===== config.mk =====
export PLATFORM = sky130hd
export DESIGN_NAME = slpwake_filter
export DESIGN_NICKNAME = d
export VERILOG_FILES = /design/src/rtl/wkf_pkg.sv /design/src/rtl/wkf_channel.sv /design/src/rtl/wkf_wake_ctl.sv /design/src/rtl/slpwake_filter.sv
export SDC_FILE = /design/constraint.sdc
export NUM_CORES = 1
export LEC_CHECK = 0
export ABC_AREA = 1
export BUFFER_PORTS_ARGS = -buffer_cell sky130_fd_sc_hd__buf_2
export CORE_ASPECT_RATIO = 0.8
export CORE_UTILIZATION = 48
export CTS_CLUSTER_DIAMETER = 200
export CTS_CLUSTER_SIZE = 12
export DETAILED_ROUTE_END_ITERATION = 16
export PLACE_DENSITY = 0.73
export SETUP_SLACK_MARGIN = 0.05
export SLEW_MARGIN = 20
export SYNTH_ARGS = -nofsm -noshare
export SYNTH_HDL_FRONTEND = slang
export SYNTH_SLANG_ARGS = --single-unit

===== constraint.sdc =====
create_clock -name clk -period 1.1 [get_ports clk]
set_clock_uncertainty 0.2 [all_clocks]
set_input_delay 0 -clock clk [delete_from_list [all_inputs] [get_ports clk]]
set_output_delay 0 -clock clk [all_outputs]
set_load 0.005 [all_outputs]

===== src/rtl/wkf_pkg.sv =====
// Package: shared constants for the sleep wakeup filter.
// Assumes four wakeup sources with fixed bit positions.
package wkf_pkg;
    localparam int WKF_NSRC   = 4;  // number of wakeup sources
    localparam int WKF_STABLE = 3;  // successive samples needed when filtered
    localparam int WKF_PINS   = 0;  // merged general-purpose pin activity
    localparam int WKF_SER1   = 1;  // serial controller 1 activity
    localparam int WKF_SER2   = 2;  // serial controller 2 activity
    localparam int WKF_EXTIRQ = 3;  // external interrupt line
endpackage


===== src/rtl/wkf_channel.sv =====
// Module: one wakeup source channel.
// Records a reference level on sleep entry and keeps a short history of
// tick samples. Reports "moved" either directly (unfiltered) or once the
// whole history is opposite to the reference (filtered).
// Assumes src is already synchronous to clk and STABLE >= 2.
module wkf_channel #(
    parameter int STABLE = 3
) (
    input  logic clk,
    input  logic rst_n,
    input  logic src,
    input  logic filt_en,
    input  logic sample_tick,
    input  logic sleep_enter,
    output logic moved
);
    logic              ref_lvl;
    logic [STABLE-1:0] hist;
    logic              hist_flipped;

    // Record the reference at entry; shift in a sample on each tick.
    always_ff @(posedge clk) begin
        if (!rst_n) begin
            ref_lvl <= 1'b0;
            hist    <= '0;
        end else if (sleep_enter) begin
            ref_lvl <= src;
            hist    <= {STABLE{src}};
        end else if (sample_tick) begin
            hist    <= {hist[STABLE-2:0], src};
        end
    end

    // Decide whether this source has left its reference level.
    always_comb begin
        hist_flipped = (hist == {STABLE{~ref_lvl}});
        moved        = filt_en ? hist_flipped : (src ^ ref_lvl);
    end
endmodule


===== src/rtl/wkf_wake_ctl.sv =====
// Module: arming state and sticky wake request.
// Entry arms the block and clears the request. Acknowledge clears and
// disarms. Entry wins over acknowledge, and acknowledge wins over a new hit.
module wkf_wake_ctl (
    input  logic clk,
    input  logic rst_n,
    input  logic sleep_enter,
    input  logic wake_ack,
    input  logic hit,
    output logic armed,
    output logic wake_req
);
    // Track whether a sleep period is in progress.
    always_ff @(posedge clk) begin
        if (!rst_n)           armed <= 1'b0;
        else if (sleep_enter) armed <= 1'b1;
        else if (wake_ack)    armed <= 1'b0;
    end

    // Raise and hold the wake request until acknowledged.
    always_ff @(posedge clk) begin
        if (!rst_n)             wake_req <= 1'b0;
        else if (sleep_enter)   wake_req <= 1'b0;
        else if (wake_ack)      wake_req <= 1'b0;
        else if (armed && hit)  wake_req <= 1'b1;
    end
endmodule


===== src/rtl/slpwake_filter.sv =====
// Module: top of the sleep wakeup filter.
// Builds one channel per source, masks the channels with wake_sel and
// merges them into a single sticky request. Sources are assumed to be
// synchronous to clk, and sample_tick is assumed to be a one-cycle pulse.
module slpwake_filter
    import wkf_pkg::*;
#(
    parameter int N_SRC  = WKF_NSRC,
    parameter int STABLE = WKF_STABLE
) (
    input  logic             clk,
    input  logic             rst_n,
    input  logic [N_SRC-1:0] src_in,
    input  logic [N_SRC-1:0] filt_en,
    input  logic [N_SRC-1:0] wake_sel,
    input  logic             sample_tick,
    input  logic             sleep_enter,
    input  logic             wake_ack,
    output logic             wake_req
);
    logic [N_SRC-1:0] moved;
    logic [N_SRC-1:0] qualified;
    logic             hit;
    logic             armed;

    // One filtering channel per source.
    for (genvar g = 0; g < N_SRC; g++) begin : g_chan
        wkf_channel #(.STABLE(STABLE)) u_chan (
            .clk         (clk),
            .rst_n       (rst_n),
            .src         (src_in[g]),
            .filt_en     (filt_en[g]),
            .sample_tick (sample_tick),
            .sleep_enter (sleep_enter),
            .moved       (moved[g])
        );
    end

    // Keep only selected sources and merge them.
    always_comb begin
        qualified = moved & wake_sel;
        hit       = |qualified;
    end

    wkf_wake_ctl u_ctl (
        .clk         (clk),
        .rst_n       (rst_n),
        .sleep_enter (sleep_enter),
        .wake_ack    (wake_ack),
        .hit         (hit),
        .armed       (armed),
        .wake_req    (wake_req)
    );
endmodule


# ---- After elaboration in Yosys (flattened, before gate mapping)
# Cells that the tools add are included.
dict set report word_totals {
  regBits 18
  inputBits 17
  output_inout_bits 1
}
dict set report op_classes {
  n_eq_ne 4
  mux 14
  bitwise 10
  reduce_logical 5
}
# op count
set ops {}
lappend ops {{3-bit 2-to-1 mux} 8}
lappend ops {{3-bit == test} 4}
lappend ops {{1-bit 2-to-1 mux} 6}
lappend ops {{1-bit NOT} 5}
lappend ops {{4-bit bitwise AND} 1}
lappend ops {{2-bit nonzero test} 2}
lappend ops {{4-bit OR reduction} 1}
lappend ops {{1-bit bitwise XOR} 4}
lappend ops {{3-bit OR reduction} 1}
lappend ops {{1-bit logical AND} 1}

# ---- Logic depth before layout (Yosys ltp)
# Gate-level depths: netlist (run 1).
dict set report depth {
  ltp_word 6
  mapped_depth 9
}

# ---- Modules after synthesis
# Synthesis (run 1) repeated with hierarchy kept, for this count alone.
dict set report hier_totals {
  cells_unflattened 175
  hier_area_um2 1012.2
}
# mod instances cells_per_inst area_per_inst_um2 seq_area_each_um2
set by_module_without_submodules {}
lappend by_module_without_submodules {wkf_channel 4 39 224.0 80.1}
lappend by_module_without_submodules {wkf_wake_ctl 1 10 82.6 40.0}
lappend by_module_without_submodules {slpwake_filter 1 9 33.8 0.0}

# ---- Least setup slack after synthesis (run 1)
# OpenSTA, ideal clock, no wires.
dict set report synth_path {
  path_type {register -> register}
  from {register g_chan[0].u_chan.ref_lvl}
  to {register u_ctl.wake_req}
  setup_ns 0.119
  arrival_ns 0.831
  t_required_ns 0.781
  path_slack_ns -0.050
  stages_incl_launch_ff 10
  path_buffers 0
  path_cell_list {dfxtp_1 inv_1 nand2_1 nand3b_1 nand2_1 inv_1 nand2_1 nand2_1 o21ai_1 a21oi_1}
}
dict set report synth_between {
  elab_chain_cells 6
  elab_cells_between_ends 7
}
# item line_no
set synth_lines {}
lappend synth_lines {{start: declaration} wkf_channel.sv:17} ;# logic ref_lvl;
lappend synth_lines {{start signal: assignment} wkf_channel.sv:27} ;# ref_lvl <= src;
lappend synth_lines {{1-bit NOT} wkf_channel.sv:36} ;# hist_flipped = (hist == {STABLE{~ref_lvl}});
lappend synth_lines {{3-bit == test} wkf_channel.sv:36}
lappend synth_lines {{1-bit 2-to-1 mux (*)} wkf_channel.sv:37} ;# moved = filt_en ? hist_flipped : (src ^ ref_lvl);
lappend synth_lines {{4-bit bitwise AND (*)} slpwake_filter.sv:41} ;# qualified = moved & wake_sel;
lappend synth_lines {{4-bit OR reduction (*)} slpwake_filter.sv:42} ;# hit = |qualified;
lappend synth_lines {{1-bit logical AND (*)} wkf_wake_ctl.sv:25} ;# else if (armed && hit) wake_req <= 1'b1;
lappend synth_lines {{end signal: assignment} wkf_wake_ctl.sv:23} ;# else if (sleep_enter) wake_req <= 1'b0;
lappend synth_lines {{end signal: assignment} wkf_wake_ctl.sv:24} ;# else if (wake_ack) wake_req <= 1'b0;
lappend synth_lines {{end signal: assignment} wkf_wake_ctl.sv:25}
lappend synth_lines {{end: declaration} wkf_wake_ctl.sv:11} ;# output logic wake_req
# Every way passes the cells marked *; elsewhere a longest branch is shown, timed or not.
# A chain may end at the register's enable or synchronous reset.

# ---- Worst setup path after layout (run 1)
dict set report layout_path {
  from {register g_chan[2].u_chan.ref_lvl}
  to {register u_ctl.wake_req}
}
dict set report layout_between {
  elab_chain_cells 6
  elab_cells_between_ends 7
}
# item line_no
set layout_lines {}
lappend layout_lines {{start: declaration} wkf_channel.sv:17}
lappend layout_lines {{start signal: assignment} wkf_channel.sv:27}
lappend layout_lines {{1-bit NOT} wkf_channel.sv:36}
lappend layout_lines {{3-bit == test} wkf_channel.sv:36}
lappend layout_lines {{1-bit 2-to-1 mux (*)} wkf_channel.sv:37}
lappend layout_lines {{4-bit bitwise AND (*)} slpwake_filter.sv:41}
lappend layout_lines {{4-bit OR reduction (*)} slpwake_filter.sv:42}
lappend layout_lines {{1-bit logical AND (*)} wkf_wake_ctl.sv:25}
# Marked as above.

==> results.ini, run 1 <==
[final_layout]
area_growth_pct = 38.3
n_antenna_cell = 0
fin_util_pct = 70.4
nNetsFinal = 205
final_layout_size_suffix_gt1_share_pct = 38.2
layout.cells.non_filler = 210

[sta]
period_share_pct = 115
worst_slew_pin_slew_ps = 238
holdWs_ps = -163
finalWorstSetupSlack_ps = -169
finalHoldViolCount = 17
relSlewSlack_pct = 84.2
post-route-min-period_ps = 1270
slew_violations = 0
fmax_mhz = 788
tns_ps = -169
setup_viol = 1
rsz0062_at_grt = true

[synth]
netlist_instances = 148
synth_most_common_cell = nand2_1
synth-edff-count = 0
synth.area.mux_share_pct = 0
ys_seq_area_share_pct = 37.4
synth.distinct_cells = 20
yosysTopAreaCell = dfxtp_1
synth_ff_type = dfxtp_1
avgSynthCellArea_sq_um = 6.51
synth_nets = 165
yosysWarnings = 0
synth-seq-cells = 18
synthTopCellsByCount = 45 x nand2_1, 35 x inv_1, 18 x dfxtp_1, 9 x a21oi_1, 9 x o21ai_1
yosys.area_share.simple_pct = 29.6
synth_xor_area_share_pct = 0
async_flop_share_pct = 0
synth_top_area_share_pct = 37.4
synth-adder-area-share_pct = 0
synth_top_family_by_area = simple AND/OR/NAND/NOR gates
synth_compound_area_share_pct = 17.8
netlist_area_sq_um = 963
ys_top_cells_by_area = dfxtp_1 37%, nand2_1 18%, inv_1 14%

[worst_setup_path]
worstPathCellList = inv_2 -> nand2_1 -> nand3b_1 -> nand2_1 -> inv_1 -> nand2_1 -> nand2_1 -> o21ai_1 -> a21oi_1
critical_path_class = reg -> reg
cp_slowest_cell = dfxtp_4
cp_max_fo = 4
path_common_cell = nand2_1
critPathTopFamily = flip-flops
worstPathArrival_ps = 1260
cpPeakStageDelay_ps = 370
cp_num_buf_inv = 2
cp-start-kind = flip-flop
rrSetupSlack_ps = -170
crit_path_end_kind = flip-flop
crit_required_ps = 1090

[routing]
firstDrtPassIters = 4
routedWlPerCell_microns = 12.1
vias = 1030
antenna_left = 0
drc = 0
drtIter0Drc = 16
via_per_inst = 4.90
drt_wl_total_microns = 2540

[floorplanning]
die_x_microns = 52.1
core_area_sq_mm = 0.00189
rows = 14
dieArea_sq_mm = 0.00219
start_util_pct = 50.9
ioPinCount = 18
die_h_microns = 42.1

[outcome]
status = finished with violations
violations = negative hold slack, negative setup slack

[global_routing]
grt_util_met1_pct = 29.7
met3_usage_pct = 7.61
use_met2_pct = 38.7
grt_first_pass_wirelength_microns = 3800
grtUsageTotal_pct = 23.7
grt_max_degree = 14
antenna_found_initial = 0
top_usage_layer = met2
grt_pass1_vias = 942
overflow = 0

[min_path]
min_path_type = in -> reg

[placed_design]
place_hpwl_microns = 1620
pre_cts_slack_ps = -129
port_buffers = 17
place_congestion = 0.797
dp_cells = 198

[pwr]
pwr_density_cell_mw_per_mm2 = 1030
peakVddDrop_mv = 0.808
p_leak_uw = 0.000713

[clocking]
cts_made_buffers = 3
cts-root-buf = clkbuf_4
clk_path_buf_depth = 2
htree_levels = 1
clk_latency_ps = 290
cts_tree = built
clk_pin_slew_worst_paths_ps = 100
cts.sinks = 18

[job]
drv_cap = 0

## sequential cells by signal, summed over array words and instances (netlist names)
| register | cells |
|---|---|
| g_chan.u_chan.hist | 12 |
| g_chan.u_chan.ref_lvl | 4 |
| u_ctl.armed | 1 |
| u_ctl.wake_req | 1 |
## kinds of logic (layout without fill, tap and decap cells)
| kind of cell | count (synthesis) | after routing |
|---|---|---|
| AND/OR/NAND/NOR | 65 | 65 |
| buffers and inverters | 38 | 76 |
| AO/OA/AOI/OAI | 27 | 27 |
| flip-flops | 18 | 18 |
## where the power goes
| group | internal [uW] | switching [uW] | total, uW |
|---|---|---|---|
| sequential | 695 | 27.6 | 722 |
| clock | 127 | 202 | 329 |
| combinational | 150 | 173 | 323 |
## area by class of cell
class | instances | area [sq um]
clock buffer | 3 | 22.5
fill | 151 | 559
inverter | 37 | 141
multi-input combinational | 92 | 492
sequential | 18 | 383
tap | 24 | 30.0
timing repair buffer | 36 | 264
## placed cells by master, fill, tap and decap left out, types with 2 or more instances in the layout
cell / n
o21ai_2: 3
buf_4: 9
dfxtp_2: 12
dlygate4sd3_1: 4
nand3b_1: 3
nand3_1: 5
dfxtp_4: 2
nor2_1: 6
nand4_1: 3
nand2_2: 4
o221ai_2: 3
buf_2: 17
a21oi_1: 9
buf_6: 3
inv_1: 27
dfxtp_1: 4
clkbuf_4: 3
nand2_1: 41
o21ai_0: 3
dlymetal6s4s_1: 3
o21ai_1: 7
inv_2: 9
## through the flow
step	total power [uW]	cell area, sq um
after global placement	984	1150
after floorplan	882	968
after global routing	1460	1330
final	1370	1330
after detailed placement	994	1150
after CTS	1340	1240
## per-layer routing
metal,part of all wire (%),wire length (microns)
met1,46,1180
met2,49,1260
met3,3.2,81
met4,0.94,24
met5,0,0
## worst min-delay path, stage by stage
cell	delay [ps]
buf_2	180
nand2_1	90
inv_1	30
## what timing repair did
| action | CTS | global route |
|---|---|---|
| hold buffers | 6 | 1 |
| endpoints found under the setup margin | 4 | 9 |
| gates resized for setup | 5 | 30 |
| hold endpoints to repair | 18 | 18 |
| buffers inserted | 0 | 2 |
| pin swaps | 3 | 14 |
## worst paths after layout
check,start,depth (start not counted),end
max,g_chan[2].u_chan.ref_lvl,9,u_ctl.wake_req
min,rst_n,3,g_chan[2].u_chan.hist[1]
min reg2reg,u_ctl.armed,2,u_ctl.armed
max reg2reg,g_chan[2].u_chan.ref_lvl,9,u_ctl.wake_req
Power figures use the tool's default switching activity.
==> inputs of run 2 (changes only) <==
--- a/config.mk
+++ b/config.mk
@@ -6,13 +6,14 @@
 export NUM_CORES = 1
 export LEC_CHECK = 0
 export ABC_AREA = 1
-export BUFFER_PORTS_ARGS = -buffer_cell sky130_fd_sc_hd__buf_2
+export ABC_CLOCK_PERIOD_IN_PS = 1580
+export BUFFER_PORTS_ARGS = -buffer_cell sky130_fd_sc_hd__buf_4
 export CORE_ASPECT_RATIO = 0.8
 export CORE_UTILIZATION = 48
 export CTS_CLUSTER_DIAMETER = 200
 export CTS_CLUSTER_SIZE = 12
 export DETAILED_ROUTE_END_ITERATION = 16
-export PLACE_DENSITY = 0.73
+export PLACE_DENSITY = 0.71
 export SETUP_SLACK_MARGIN = 0.05
 export SLEW_MARGIN = 20
 export SYNTH_ARGS = -nofsm -noshare
==> constraint.sdc (replaced) <==
create_clock -name clk -period 1.58 [get_ports clk]
set_clock_uncertainty 0.2 [all_clocks]
set_input_delay 0 -clock clk [delete_from_list [all_inputs] [get_ports clk]]
set_output_delay 0 -clock clk [all_outputs]
set_load 0.005 [all_outputs]
==> run 2 against run 1 <==
First-iteration DRC count rose by 44%. Sequential cell count did not move. Critical path type is now in -> reg. Power fell by 30%. Highest routed layer unchanged. Register-to-register slack improved by 360 ps. Non-clock buffer count rose by 9. Via count rose by 5.0%. Critical endpoint is now u_ctl.armed. Clock power fell by 32%. Sequential share of layout area fell by 3.2 points. Worst hold slack improved by 57 ps. Sequential power fell by 31%. Combinational power fell by 27%. The run ends with negative hold slack left. Largest cell class unchanged. Cell count rose by 4.3%.
==> results.ini, run 2 (synthesis results as in run 1) <==
[outcome]
status = finished with violations
violations = negative hold slack

[global_routing]
overflow = 0  ; unchanged
grtUsageTotal_pct = 26.8  ; +3.1 points
grt_first_pass_wirelength_microns = 4310  ; +13%
grt_pass1_vias = 1068  ; +13%
antenna_found_initial = 0  ; unchanged
grt_max_degree = 14  ; unchanged

[final_layout]
final_common_cell = nand2_1
reg_top3 = g_chan.u_chan.hist: 12 flops, g_chan.u_chan.ref_lvl: 4 flops
largest_register = g_chan.u_chan.hist
fillCellCount = 150  ; -0.66%
n_antenna_cell = 0  ; unchanged
area_growth_pct = 47.7
nNetsFinal = 214  ; +4.4%
final_layout_size_suffix_gt1_share_pct = 19.5  ; -19 points
layout.cells.non_filler = 219  ; +4.3%
most-common-layout-cells = 44 x nand2_1, 34 x inv_1, 23 x dlygate4sd3_1, 21 x buf_4, 16 x dfxtp_1
largest_reg_flops = 12  ; unchanged
fin_util_pct = 75.2  ; +4.8 points

[worst_setup_path]
rrSetupSlack_ps = 190  ; +360 ps
cp_slowest_cell = dlygate4sd3_1
critical_path_class = in -> reg
cp_num_buf_inv = 4  ; +2
reg2reg_from = g_chan[2].u_chan.ref_lvl
critPathTopFamily = buffers and inverters
regToRegEndpoint = g_chan[2].u_chan.ref_lvl
cp_max_fo = 8  ; +4
worstPathCellList = dlygate4sd3_1 -> buf_6 -> clkinvlp_4 -> a21oi_1 -> dlygate4sd3_1
cp-start-kind = primary input
crit_required_ps = 1620  ; +530 ps
worstPathArrival_ps = 1530  ; +270 ps
cpPeakStageDelay_ps = 560  ; +190 ps
crit_path_end_kind = flip-flop
reg2reg_depth = 3  ; -6
path_common_cell = dlygate4sd3_1

[clocking]
clk_path_buf_depth = 2  ; unchanged
clk_pin_slew_worst_paths_ps = 90  ; about the same
clk_latency_ps = 290  ; about the same
cts_hold_buf = 25  ; +19
htree_levels = 1  ; unchanged
cts-root-buf = clkbuf_4
cts_tree = built
cts.sinks = 18  ; unchanged
cts_made_buffers = 3  ; unchanged

[sta]
slew_violations = 0  ; unchanged
setup_viol = 0  ; -1
rsz0062_at_grt = true
worst_slew_pin_slew_ps = 264  ; +25.8 ps
fmax_mhz = 668
tns_ps = 0  ; +169 ps
finalWorstSetupSlack_ps = 82.6  ; +252 ps
post-route-min-period_ps = 1500
holdWs_ps = -105  ; +57.5 ps
relSlewSlack_pct = 82.4  ; -1.8 points
finalHoldViolCount = 9  ; -8
period_share_pct = 94.8

[pwr]
pwr_density_cell_mw_per_mm2 = 674  ; -35%
peakVddDrop_mv = 0.939  ; +16%
p_leak_uw = 0.000725  ; +1.6%
pwr-share-comb_pct = 24.5  ; +1.0 points
power.internal_uw = 692  ; -29%
seqPwrFrac_pct = 52.2  ; -0.3 points
p_sw_share_pct = 27.8  ; -1.5 points
clockPowerShare_pct = 23.3  ; -0.6 points
switchingPower_uw = 266  ; -34%

[floorplanning]
die_x_microns = 52.1  ; unchanged
dieArea_sq_mm = 0.00219  ; unchanged
die_h_microns = 42.1  ; unchanged
rows = 14  ; unchanged
start_util_pct = 50.9  ; unchanged
ioPinCount = 18  ; unchanged
core_area_sq_mm = 0.00189  ; unchanged

[placed_design]
pre_cts_slack_ps = 287  ; +416 ps
dp_cells = 188  ; -5.1%
place_congestion = 0.793  ; -0.55%
port_buffers = 17  ; unchanged
place_hpwl_microns = 1490  ; -7.7%

[routing]
drc = 0  ; unchanged
routedWlPerCell_microns = 11.4  ; -5.7%
vias = 1082  ; +5.0%
drt_wl_total_microns = 2500  ; -1.7%
antenna_left = 0  ; unchanged
drtIter0Drc = 23  ; +7
firstDrtPassIters = 4  ; unchanged
via_per_inst = 4.94  ; +0.73%

[job]
drv_cap = 0  ; unchanged

[min_path]
hold_end = g_chan[0].u_chan.ref_lvl
hold_depth = 3  ; unchanged
min_path_type = in -> reg
hp-start = sleep_enter

## run 2: cell count changes in the layout (fill, tap and decap cells not counted), sizes merged
cell          delta
dlygate4sd3     +19
buf              -7
dlymetal6s4s     -3
clkinvlp         +1
inv              -1
## run 2: worst max-delay path by stage
stage | startpoint | endpoint | slack [ps] | depth (start not counted)
final | rst_n | u_ctl.armed | 80 | 5
after global routing | rst_n | g_chan[1].u_chan.ref_lvl | 30 | 5
after CTS | rst_n | u_ctl.armed | 70 | 5
after detailed placement | g_chan[3].u_chan.ref_lvl | u_ctl.wake_req | 290 | 9
after global placement | g_chan[3].u_chan.ref_lvl | u_ctl.wake_req | 340 | 9
after floorplan | g_chan[0].u_chan.ref_lvl | u_ctl.wake_req | 430 | 9
## run 2: final cells by class
cell class	instances	area (sq um)	area share, %
tap	24	30.0	2.11
timing repair buffer	45	399	28.1
sequential	18	363	25.5
clock buffer	3	22.5	1.58
multi-input combinational	92	463	32.5
inverter	37	145	10.2
## run 2: metal layers
metal  part of all wire [%]  GRT usage (%)  vias up
met5                      0              0        -
met4                   0.76           6.49        0
met3                    3.5           8.33        2
met2                     50           46.9       18
met1                     46           31.4      503
li1                       -              -      559
## run 2: power by group through the flow
stage / registers (uW) / logic (uW) / clock network [uW]
after floorplan: 505 / 108 / 0
after global routing: 504 / 261 / 260
after CTS: 499 / 220 / 237
after detailed placement: 509 / 169 / 0
after global placement: 508 / 166 / 0
final: 500 / 235 / 223
## run 2: what timing repair did
| item | CTS | global route |
|---|---|---|
| resized for setup | 0 | 6 |
| setup endpoints to repair | 0 | 7 |
| endpoints found under the hold margin | 18 | 8 |
| buffers inserted | 0 | 5 |
## run 2: tightest hold or removal path, stage by stage
cell	delay (ps)
buf_4	150
nand2_1	110
a21oi_1	80
## run 2: metrics by stage
step,total power (uW),cell area (sq um)
5_1_grt,1020,1420
2_1_floorplan,613,963
4_1_cts,955,1390
6_report,958,1420
3_3_place_gp,675,1120
3_5_place_dp,679,1120
==> inputs of run 3 (changes only) <==
--- a/config.mk
+++ b/config.mk
@@ -5,7 +5,6 @@
 export SDC_FILE = /design/constraint.sdc
 export NUM_CORES = 1
 export LEC_CHECK = 0
-export ABC_AREA = 1
 export ABC_CLOCK_PERIOD_IN_PS = 1580
 export BUFFER_PORTS_ARGS = -buffer_cell sky130_fd_sc_hd__buf_4
 export CORE_ASPECT_RATIO = 0.8
@@ -13,7 +12,7 @@
 export CTS_CLUSTER_DIAMETER = 200
 export CTS_CLUSTER_SIZE = 12
 export DETAILED_ROUTE_END_ITERATION = 16
-export PLACE_DENSITY = 0.71
+export PLACE_DENSITY = 0.72
 export SETUP_SLACK_MARGIN = 0.05
 export SLEW_MARGIN = 20
 export SYNTH_ARGS = -nofsm -noshare
==> run 3 against run 2 <==
The flow now finishes without violations. Global-route usage down 5.0 points. Worst hold slack better by 130 ps. Critical path depth down 1. Synthesized cell count fell by 39%. Largest power group unchanged. Highest routed layer unchanged.
==> results.ini, run 3 <==
[sta]
rsz0062_at_grt = true
fmax_mhz = 650  ; -2.7%
holdWs_ps = 24.3  ; +130 ps
post-route-min-period_ps = 1540  ; +41.1 ps
setup_viol = 0  ; unchanged
finalHoldViolCount = 0  ; -9
tns_ps = 0  ; unchanged
relSlewSlack_pct = 76.5  ; -5.9 points
period_share_pct = 97.4  ; +2.6 points
slew_violations = 0  ; unchanged
worst_slew_pin_slew_ps = 353  ; +89.3 ps

[routing]
via_per_inst = 5.22  ; +5.6%
drtIter0Drc = 6  ; -74%
drt_wl_total_microns = 1930  ; -23%
antenna_left = 0  ; unchanged
routedWlPerCell_microns = 12.8  ; +12%
vias = 788  ; -27%
drc = 0  ; unchanged
firstDrtPassIters = 4  ; unchanged

[worst_setup_path]
setup.worst_path.start = g_chan[0].u_chan.hist[2]
crit_path_end_kind = flip-flop
reg2reg_from = g_chan[0].u_chan.hist[2]
worstPathCellList = or4b_4 -> a31oi_4 -> o41ai_1 -> a21oi_1
cp_slowest_cell = or4b_4
critical_path_class = reg -> reg
crit_required_ps = 1620  ; about the same
cp-start-kind = flip-flop
cp_max_fo = 3  ; -5
worstPathArrival_ps = 1570  ; +40 ps
cpPeakStageDelay_ps = 540  ; -20 ps

[clocking]
cts_made_buffers = 3  ; unchanged
clk_latency_ps = 290  ; about the same
clk_path_buf_depth = 2  ; unchanged
htree_levels = 1  ; unchanged
cts-root-buf = clkbuf_4
clk_pin_slew_worst_paths_ps = 100  ; about the same
cts.sinks = 18  ; unchanged
cts_tree = built

[final_layout]
nNetsFinal = 147  ; -31%
reg_top3 = g_chan.u_chan.hist: 12 flops, g_chan.u_chan.ref_lvl: 4 flops
largest_register = g_chan.u_chan.hist
largest_reg_flops = 12  ; unchanged
post-route-cell-area_sq_mm = 0.00127  ; -11%
final_common_cell = buf_4
final_layout_size_suffix_gt1_share_pct = 29.5  ; +10 points
most-common-layout-cells = 22 x buf_4, 15 x dfxtp_1, 12 x mux2i_1, 12 x dlygate4sd3_1
area_growth_pct = 49.6
multi_input_area_sq_um = 508  ; +9.7%
regArea_sq_um = 364  ; +0.34%
fillCellCount = 110  ; -27%
n_antenna_cell = 0  ; unchanged

[placed_design]
place_congestion = 0.720  ; -9.2%
place_hpwl_microns = 1190  ; -20%
port_buffers = 17  ; unchanged
placed_area_sq_mm = 0.00101  ; -9.5%

[synth]
ys_seq_area_share_pct = 42.5  ; +5.1 points
async_flop_share_pct = 0  ; unchanged
yosysTopAreaCell = dfxtp_1
synth_ff_type = dfxtp_1
yosysWarnings = 0  ; unchanged
synth_nets = 108  ; -35%
synth.distinct_cells = 17  ; -15%
synth-edff-count = 0  ; unchanged
netlist_area_sq_um = 848  ; -12%
synth_top_area_share_pct = 42.5  ; +5.1 points
ys_top_cells_by_area = dfxtp_1 42%, mux2i_1 14%, o21ai_0 7.1%
synth-seq-cells = 18  ; unchanged
synth_most_common_cell = dfxtp_1
synthTopCellsByCount = 18 x dfxtp_1, 12 x mux2i_1, 12 x o21ai_0, 9 x a21oi_1
avgSynthCellArea_sq_um = 9.32  ; +43%
netlist_instances = 91  ; -39%

[min_path]
min_path_type = in -> reg
hp-start = filt_en[3]

[floorplanning]
ioPinCount = 18  ; unchanged
dieArea_sq_mm = 0.00194  ; -11%
die_x_microns = 49  ; -5.9%
rows = 13  ; -1
die_h_microns = 39.6  ; -5.9%
start_util_pct = 51.6  ; +0.71 points
core_area_sq_mm = 0.00164  ; -13%

[outcome]
status = complete, no violations

[global_routing]
grt_pass1_vias = 631  ; -41%
grt_first_pass_wirelength_microns = 2940  ; -32%
antenna_found_initial = 0  ; unchanged
grtUsageTotal_pct = 21.8  ; -5.0 points
overflow = 0  ; unchanged
grt_max_degree = 15  ; +1

[job]
drv_cap = 0  ; unchanged

[pwr]
peakVddDrop_mv = 0.629  ; -33%
p_leak_uw = 0.000530  ; -27%
pwr_density_cell_mw_per_mm2 = 773  ; +15%

run 3: final timing paths:
kind | endpoint | slack [ps] | cells past startpoint
setup / recovery | u_ctl.wake_req | 40 | 4
hold / removal | u_ctl.wake_req | 20 | 4
setup reg to reg | u_ctl.wake_req | 40 | 4
hold reg to reg | u_ctl.wake_req | 250 | 2
run 3: power breakdown:
group	total (uW)	internal, uW	switching [uW]
clock network	279	141	139
registers	506	484	22.2
logic	195	115	80.3
total	981	740	241
run 3: final cells by class:
cell class                 count  share of cell area (%)
multi-input combinational     67                    40.0
sequential                    18                    28.7
timing repair buffer          38                    25.6
clock buffer                   4                    2.86
tap                           22                    2.17
inverter                       2                   0.592
run 3: repair_timing:
action | in CTS | in global routing
cloned | 0 | 1
endpoints found under the hold margin | 18 | 0
hold buffers | 15 | 0
pin swaps | 2 | 4
buffers inserted | 0 | 4
endpoints found under the setup margin | 1 | 4
gates resized for setup | 7 | 10
run 3: metrics by stage:
stage / setup slack (ps) / std cells / util, % / power (uW)
3_3_place_gp: -11.7 / 129 / 61.5 / 650
2_1_floorplan: 136 / 91 / - / 591
3_5_place_dp: -20.0 / 129 / 61.5 / 654
6_report: 41.5 / 151 / 77.2 / 981
5_1_grt: 6.39 / 151 / 77.2 / 1030
4_1_cts: 51.8 / 148 / 74.6 / 973
run 3: logic make-up after synthesis:
family                 synth area share (%)
buffers and inverters                  2.80
multiplexers                           14.2
flip-flops                             42.5
XOR/XNOR                               4.13
AO/OA/AOI/OAI                          20.8
AND/OR/NAND/NOR                        15.6
run 3: critical path: cells and delay by family, from the launching register on:
family	cells	cell delay, ps
AND/OR/NAND/NOR	1	540
AO/OA/AOI/OAI	3	400
flip-flops	1	340
run 3: routing by layer:
metal,vias up,global-route usage (%),share of wire [%]
li1,413,-,-
met1,359,27.7,50
met2,12,35.8,46
met3,4,5.81,2.5
met4,0,8.82,1.2
met5,-,0,0
